## config.mk

```make
export PLATFORM = sky130hd
export DESIGN_NAME = gpio_port
export DESIGN_NICKNAME = d
export VERILOG_FILES = /design/src/rtl/gpio_port_pkg.sv /design/src/rtl/gpio_sync.sv /design/src/rtl/gpio_regs.sv /design/src/rtl/gpio_pad_ctrl.sv /design/src/rtl/gpio_port.sv
export SDC_FILE = /design/constraint.sdc
export NUM_CORES = 1
export LEC_CHECK = 0
export ABC_CLOCK_PERIOD_IN_PS = 1200
export BUFFER_PORTS_ARGS = -buffer_cell sky130_fd_sc_hd__buf_4
export CORE_ASPECT_RATIO = 0.5
export CORE_UTILIZATION = 41
export DETAILED_ROUTE_END_ITERATION = 6
export PLACE_DENSITY = 0.7
export SLEW_MARGIN = 20
export SYNTH_ARGS = -nofsm -noshare
export SYNTH_HDL_FRONTEND = slang
export SYNTH_SLANG_ARGS = --single-unit
export TNS_END_PERCENT = 10
```

## constraint.sdc

```tcl
create_clock -name clk -period 1.2 [get_ports clk]
set_input_delay 0.24 -clock clk [delete_from_list [all_inputs] [get_ports clk]]
set_output_delay 0.24 -clock clk [all_outputs]
set_load 0.02 [all_outputs]
```

## src/rtl/gpio_port_pkg.sv

```systemverilog
`timescale 1ns/1ps
package gpio_port_pkg;

    typedef enum logic [1:0] {
        REG_CFG = 2'd0,
        REG_DAT = 2'd1,
        REG_PIN = 2'd2,
        REG_RSV = 2'd3
    } reg_sel_e;

    // {configuration bit, data bit}
    typedef enum logic [1:0] {
        MODE_HIZ    = 2'b00,
        MODE_PULLUP = 2'b01,
        MODE_DRIVE0 = 2'b10,
        MODE_DRIVE1 = 2'b11
    } pin_mode_e;

    localparam int unsigned SYNC_DEPTH = 2;

endpackage

```

## src/rtl/gpio_sync.sv

```systemverilog
`timescale 1ns/1ps
module gpio_sync #(
    parameter int unsigned WIDTH  = 8,
    parameter int unsigned STAGES = 2
) (
    input  logic             clk,
    input  logic             rst_n,
    input  logic [WIDTH-1:0] async_in,
    output logic [WIDTH-1:0] sync_out
);

    localparam int unsigned CW = $clog2(STAGES + 1);

    typedef struct packed {
        logic [STAGES-1:0][WIDTH-1:0] chain;
    } sync_st_t;

    sync_st_t st_d, st_q;

    always_comb begin
        st_d = st_q;
        st_d.chain[0] = async_in;
        for (int i = 1; i < STAGES; i++) begin
            st_d.chain[i] = st_q.chain[i-1];
        end
    end

    always_ff @(posedge clk or negedge rst_n) begin
        if (!rst_n) st_q <= '0;
        else        st_q <= st_d;
    end

    assign sync_out = st_q.chain[STAGES-1];

    // Checker state: number of edges since reset, saturating at STAGES
    logic [CW-1:0] warm_q;
    always_ff @(posedge clk or negedge rst_n) begin
        if (!rst_n)                          warm_q <= '0;
        else if (warm_q != CW'(STAGES))      warm_q <= warm_q + 1'b1;
    end

    assert_sync_latency_R8: assert property (@(posedge clk) disable iff (!rst_n)
        (warm_q == CW'(STAGES)) |-> (sync_out == $past(async_in, STAGES)));

endmodule

```

## src/rtl/gpio_regs.sv

```systemverilog
`timescale 1ns/1ps
module gpio_regs
    import gpio_port_pkg::*;
#(
    parameter int unsigned WIDTH = 8
) (
    input  logic             clk,
    input  logic             rst_n,
    input  logic             bus_wr,
    input  reg_sel_e         bus_sel,
    input  logic [WIDTH-1:0] bus_wdata,
    output logic [WIDTH-1:0] cfg_o,
    output logic [WIDTH-1:0] dat_o
);

    typedef struct packed {
        logic [WIDTH-1:0] cfg;
        logic [WIDTH-1:0] dat;
    } regs_st_t;

    regs_st_t st_d, st_q;

    always_comb begin
        st_d = st_q;
        if (bus_wr) begin
            unique case (bus_sel)
                REG_CFG: st_d.cfg = bus_wdata;
                REG_DAT: st_d.dat = bus_wdata;
                default: ;
            endcase
        end
    end

    always_ff @(posedge clk or negedge rst_n) begin
        if (!rst_n) st_q <= '0;
        else        st_q <= st_d;
    end

    assign cfg_o = st_q.cfg;
    assign dat_o = st_q.dat;

    assert_reset_clear_R1: assert property (@(posedge clk)
        $rose(rst_n) |-> (st_q.cfg == '0 && st_q.dat == '0));

    assert_cfg_write_R6: assert property (@(posedge clk) disable iff (!rst_n)
        (bus_wr && bus_sel == REG_CFG) |=> (st_q.cfg == $past(bus_wdata)));

    assert_dat_write_R6: assert property (@(posedge clk) disable iff (!rst_n)
        (bus_wr && bus_sel == REG_DAT) |=> (st_q.dat == $past(bus_wdata)));

    assert_regs_hold_R9: assert property (@(posedge clk) disable iff (!rst_n)
        !(bus_wr && (bus_sel == REG_CFG || bus_sel == REG_DAT))
        |=> ($stable(st_q.cfg) && $stable(st_q.dat)));

endmodule

```

## src/rtl/gpio_pad_ctrl.sv

```systemverilog
`timescale 1ns/1ps
module gpio_pad_ctrl
    import gpio_port_pkg::*;
#(
    parameter int unsigned WIDTH = 8
) (
    input  logic [WIDTH-1:0] cfg_i,
    input  logic [WIDTH-1:0] dat_i,
    output logic [WIDTH-1:0] oe_o,
    output logic [WIDTH-1:0] out_o,
    output logic [WIDTH-1:0] pu_o
);

    for (genvar g = 0; g < WIDTH; g++) begin : g_bit
        pin_mode_e mode;
        assign mode = pin_mode_e'({cfg_i[g], dat_i[g]});

        always_comb begin
            oe_o[g]  = 1'b0;
            out_o[g] = 1'b0;
            pu_o[g]  = 1'b0;
            unique case (mode)
                MODE_HIZ:    ;
                MODE_PULLUP: pu_o[g] = 1'b1;
                MODE_DRIVE0: oe_o[g] = 1'b1;
                MODE_DRIVE1: begin
                    oe_o[g]  = 1'b1;
                    out_o[g] = 1'b1;
                end
                default: ;
            endcase
        end
    end

endmodule

```

## src/rtl/gpio_port.sv

```systemverilog
`timescale 1ns/1ps
module gpio_port
    import gpio_port_pkg::*;
#(
    parameter int unsigned       WIDTH        = 8,
    parameter logic [WIDTH-1:0]  RD_ZERO_MASK = 8'hC0
) (
    input  logic             clk,
    input  logic             rst_n,
    input  logic [1:0]       bus_addr,
    input  logic             bus_wr,
    input  logic [WIDTH-1:0] bus_wdata,
    output logic [WIDTH-1:0] bus_rdata,
    input  logic [WIDTH-1:0] pin_in,
    output logic [WIDTH-1:0] pin_oe,
    output logic [WIDTH-1:0] pin_out,
    output logic [WIDTH-1:0] pin_pu
);

    reg_sel_e         sel;
    logic [WIDTH-1:0] cfg_q;
    logic [WIDTH-1:0] dat_q;
    logic [WIDTH-1:0] pin_sync;

    assign sel = reg_sel_e'(bus_addr);

    gpio_regs #(.WIDTH(WIDTH)) u_regs (
        .clk       (clk),
        .rst_n     (rst_n),
        .bus_wr    (bus_wr),
        .bus_sel   (sel),
        .bus_wdata (bus_wdata),
        .cfg_o     (cfg_q),
        .dat_o     (dat_q)
    );

    gpio_pad_ctrl #(.WIDTH(WIDTH)) u_pad (
        .cfg_i (cfg_q),
        .dat_i (dat_q),
        .oe_o  (pin_oe),
        .out_o (pin_out),
        .pu_o  (pin_pu)
    );

    gpio_sync #(.WIDTH(WIDTH), .STAGES(SYNC_DEPTH)) u_sync (
        .clk      (clk),
        .rst_n    (rst_n),
        .async_in (pin_in),
        .sync_out (pin_sync)
    );

    always_comb begin
        unique case (sel)
            REG_CFG: bus_rdata = cfg_q;
            REG_DAT: bus_rdata = dat_q & ~RD_ZERO_MASK;
            REG_PIN: bus_rdata = pin_sync;
            default: bus_rdata = '0;
        endcase
    end

    assert_pu_not_driving_R3: assert property (@(posedge clk) disable iff (!rst_n)
        (pin_pu & pin_oe) == '0);

    assert_drive_follows_data_R4: assert property (@(posedge clk) disable iff (!rst_n)
        (bus_wr && sel == REG_DAT) |=> (((pin_out ^ $past(bus_wdata)) & pin_oe) == '0));

    assert_no_drive_when_input_R4: assert property (@(posedge clk) disable iff (!rst_n)
        (pin_out & ~pin_oe) == '0);

endmodule

```

Word-level counts from Yosys, hierarchy flattened

Index checks and enable logic that the tools add are counted.

Memories kept: 0
Register bits: 32
Bits in writable memories: 0
Latch bits: 0
Output and inout port bits: 32
Logic and storage cells: 66
Memory bits (read-only): 0
Bits of input ports: 21

Shifts and indexed selects: 0
Bitwise operators: 0
Div/mod/pow operators: 0
Reduce and logical (&&, ||, !) cells: 11
Add/subtract/negate cells: 0
Equality and inequality tests: 26
$mul: 0
Magnitude comparators: 0
Mux-type cells: 25

Operator list:

| cell               | count |
|---|---|
| $eq 2x2->1 const B | 17 |
| $mux 1             | 24 |
| $pmux 8 s3         | 1 |
| $eq 2x1->1 const B | 9 |
| $reduce_or 2->1    | 8 |
| $reduce_and 2->1   | 2 |
| $logic_not 2->1    | 1 |

Longest topological paths before layout

Word-level depth: 3
Depth in mapped cells: 3

Hierarchy

From an unflattened synthesis, not the netlist that was laid out.

Cell total of the unflattened synthesis: 93
Area total of the unflattened synthesis: 1313.8 um^2

Modules (own cells, without submodules):

| module        | times used | cells each | area an instance (um^2) |
|---|---|---|---|
| gpio_regs     | 1          | 34         | 610.6 |
| gpio_sync     | 1          | 16         | 400.4 |
| gpio_port     | 1          | 19         | 172.7 |
| gpio_pad_ctrl | 1          | 24         | 130.1 |

Least setup slack after synthesis

OpenSTA, ideal clock, no wires.

Path kind: input to output
Start point: in bus_addr[1]
End point: out bus_rdata[0]
Data required time: 960 ps
Path buffers: 1
Setup slack: 12 ps
Data arrival time: 948 ps
Stages on the path: 3
Path through: buf_4 -> nor2b_1 -> o2bb2ai_1

Word-level cells in the longest chain between the ends: 2
Elaborated cells between the ends (all ways): 4
Those cells by class: 2 x eq/ne; 1 x mux; 1 x reduce/logical

RTL lines:

| element                                  | line            | source |
|---|---|---|
| from (decl)                              | gpio_port.sv:10 | `input logic [1:0] bus_addr,` |
| $eq 2x2->1, or another cell as far along | gpio_port.sv:53 | `unique case (sel)` |
| $pmux 8 s3 (*)                           | gpio_port.sv:53 |  |
| to (decl)                                | gpio_port.sv:13 | `output logic [WIDTH-1:0] bus_rdata,` |

Every way passes the cells marked *; elsewhere a longest branch is shown, timed or not.

Worst setup path after layout

Start point: reg u_regs.st_q, in the netlist u_regs.cfg_o[6]
End point: out pin_pu[6]

Word-level cells in the longest chain between the ends: 2

RTL lines:

| element                | line                | source |
|---|---|---|
| from (decl)            | gpio_regs.sv:21     | `regs_st_t st_d, st_q;` |
| from (signal assigned) | gpio_regs.sv:36     | `else st_q <= st_d;` |
| $eq 2x1->1             | gpio_pad_ctrl.sv:22 | `unique case (mode)` |
| $mux 1                 | gpio_pad_ctrl.sv:22 |  |
| to (decl)              | gpio_port.sv:17     | `output logic [WIDTH-1:0] pin_pu` |

Every way passes these cells.

==> out/metrics.yaml <==
fin_crit_ps: 1320
vias: 881
portBuffers: 52
fin_crit_sh_pct: 110
h-tree-depth: 2
drcViolationCount: 0
outcome: "finished, violations left"
synthCells: 93
syn_avg_cell_area_sq_um: 14.1
first_iter_violations: 12
reg2reg_to: "u_regs.cfg_o[3]$_DFFE_PN0P_"
path_clk_slew_ps: 70
power.density_nw_per_um2: 1700
synth.area.top_cells: "dfrtp_1, mux2_2, mux2i_1, nor2b_1, o2bb2ai_1"
arrival_ps: 1080
maxSlewHeadroom_pct: 73.9
end_kind: "output port"
netlist_top_cells_count: "dfrtp_1, mux2_2, nor2b_1"
peakVddDrop_mv: 1.19
die_area_sq_um: 3450
netlist_area_sq_um: 1320
gp_congestion: 0.714
ys_async_sr_fraction_pct: 100
cp_max_fo: 4
synth_edf_count: 0
hold_violations: 0
cts_tree: "done"
syn_to_final_growth_pct: 54.2
ant_nets: 0
max_freq_mhz: 760
ys_types: 12
cts.sinks: 32
regArea_sq_um: 801
synth.top_cell.area_share_pct: 60.9
die_x_um: 82.1
worst_pin_slew_ps: 392
fin_nets: 177
rsz0062_at_grt: "yes"
crit_start: "u_regs.cfg_o[6]$_DFFE_PN0P_"
synth.most_common_cell: "dfrtp_1"
grt_pass1_vias: 846
drive_above_1_share_pct: 59.2
wirelength_um: 2450
startpoint_type: "flip-flop"
groute.usage.overall_pct: 17.0
antenna_found_initial: 0
ys_seq_elements: 32
grt_max_degree: 33
cts-root-buf: "clkbuf_8"
r2r_start: "u_regs.cfg_o[3]$_DFFE_PN0P_"
endpoint: "pin_pu[6]"
clock_latency_ps: 280
die_h_um: 42.0
crit_required_ps: 960
crit_type: "flip-flop to output port"
syn_nets: 114
start_util_pct: 43.4
rr_worst_depth: 2
hold_path_class: "input port to flip-flop"
firstDrtPassIters: 3
multi_input_area_sq_um: 470
yosysSeqAreaShare_pct: 60.9
wl_per_cell_um: 12.4
core_sq_um: 3030
cts_buffer_depth: 2
synth_top_area_cell: "dfrtp_1"
violations: "setup timing"
pin_count: 53
std_cell_rows: 14
power.total_w: 0.00345
utilization_pct: 66.9
fillers: 238
via_per_inst: 4.47
fin_ws_ps: -116
gr-total-overflow: 0
reg2reg_slack_ps: 280
diodes: 0
grt_pass1_wl_um: 4080
yosys_warnings: 0
slew_viol_final: 0
setup_viol: 23
dp_slack_ps: -37.9
max_cap_violations: 0
synth_top_flop_cell: "dfrtp_1"
clock-skew-final_ps: 5.50
cts_inserted_buffers: 5
p_leak_nw: 0.983
## cell usage in the layout, fill, tap and decap left out, drive strengths merged
| cell | Yosys | routed |
|---|---|---|
| dlygate4sd3 | 0 | 1 |
| and2 | 8 | 8 |
| bufinv | 0 | 1 |
| mux2i | 8 | 8 |
| nand3b | 1 | 1 |
| buf | 2 | 65 |
| o2bb2ai | 6 | 6 |
| nor2b | 9 | 9 |
| mux2 | 16 | 16 |
| dfrtp | 32 | 32 |
| nor3b | 1 | 1 |
| nor2 | 2 | 2 |
| clkbuf | 8 | 7 |
## report_power, final
group / total, W / switching, W / internal (W) / leakage (nW)
logic: 0.00104 / 0.000471 / 0.000565 / 0.543
clock network: 0.00110 / 0.000369 / 0.000732 / 0.0645
registers: 0.00131 / 0.000100 / 0.00121 / 0.376
## per-layer routing
metal | global-route usage (%) | vias to the layer above | part of all wire, %
li1 | - | 438 | -
met1 | 23.0 | 418 | 46
met2 | 25.1 | 23 | 48
met3 | 6.74 | 2 | 5.2
met4 | 5.26 | 0 | 0.69
met5 | 0 | - | 0
## area by class of cell
class                      instances  share of cell area, %
clock buffer                       7                   4.75
clock inverter                     1                   1.48
multi-input combinational         51                   23.2
timing repair buffer              66                   28.6
tap                               40                   2.47
sequential                        32                   39.5
## worst max-delay path, cell delays in order, from the launching register on
cell     delay (ps)
dfrtp_1         410
buf_4           150
nor2b_1          90
buf_4           140
## kinds of logic after synthesis
group,after synthesis,share of synthesized area (%)
compound gates,6,4.00
buf+inv,10,3.71
flops,32,60.9
mux,24,19.8
simple gates,21,11.6
## registers in the layout, summed over array words and instances (netlist names)
signal           cells
u_regs.cfg_o         8
u_sync.st_d          8
u_regs.dat_o         8
u_sync.sync_out      8
## repair_timing
action                                 CTS  global route
endpoints found under the hold margin   32             0
hold buffers                             1             0
setup endpoints to repair               24            28
resized for setup                       11             3
pin swaps                               10             0
buffers inserted                         4             2
## stage by stage
| step | hold slack, ps | cell area, sq um | cells | TNS [ps] |
|---|---|---|---|---|
| 2_1_floorplan | -55.6 | 1320 | 93 | 0 |
| 3_3_place_gp | 192 | 1800 | 182 | -20.5 |
| 3_5_place_dp | 190 | 1800 | 182 | -390 |
| 4_1_cts | 57.1 | 2000 | 195 | -1380 |
| 5_1_grt | 50.0 | 2030 | 197 | -3040 |
| 6_report | 67.4 | 2030 | 197 | -1280 |
## worst min-delay path by stage
stage / from / endpoint / slack [ps] / cells past startpoint
floorplan: rst_n / u_regs.cfg_o[0]$_DFFE_PN0P_ / -60 / 0
global placement: rst_n / u_regs.cfg_o[4]$_DFFE_PN0P_ / 190 / 1
detailed placement: rst_n / u_regs.cfg_o[4]$_DFFE_PN0P_ / 190 / 1
CTS: pin_in[3] / u_sync.st_d[11]$_DFF_PN0_ / 60 / 1
global route: pin_in[4] / u_sync.st_d[12]$_DFF_PN0_ / 50 / 1
finish: pin_in[3] / u_sync.st_d[11]$_DFF_PN0_ / 70 / 1
Power figures use the tool's default switching activity.
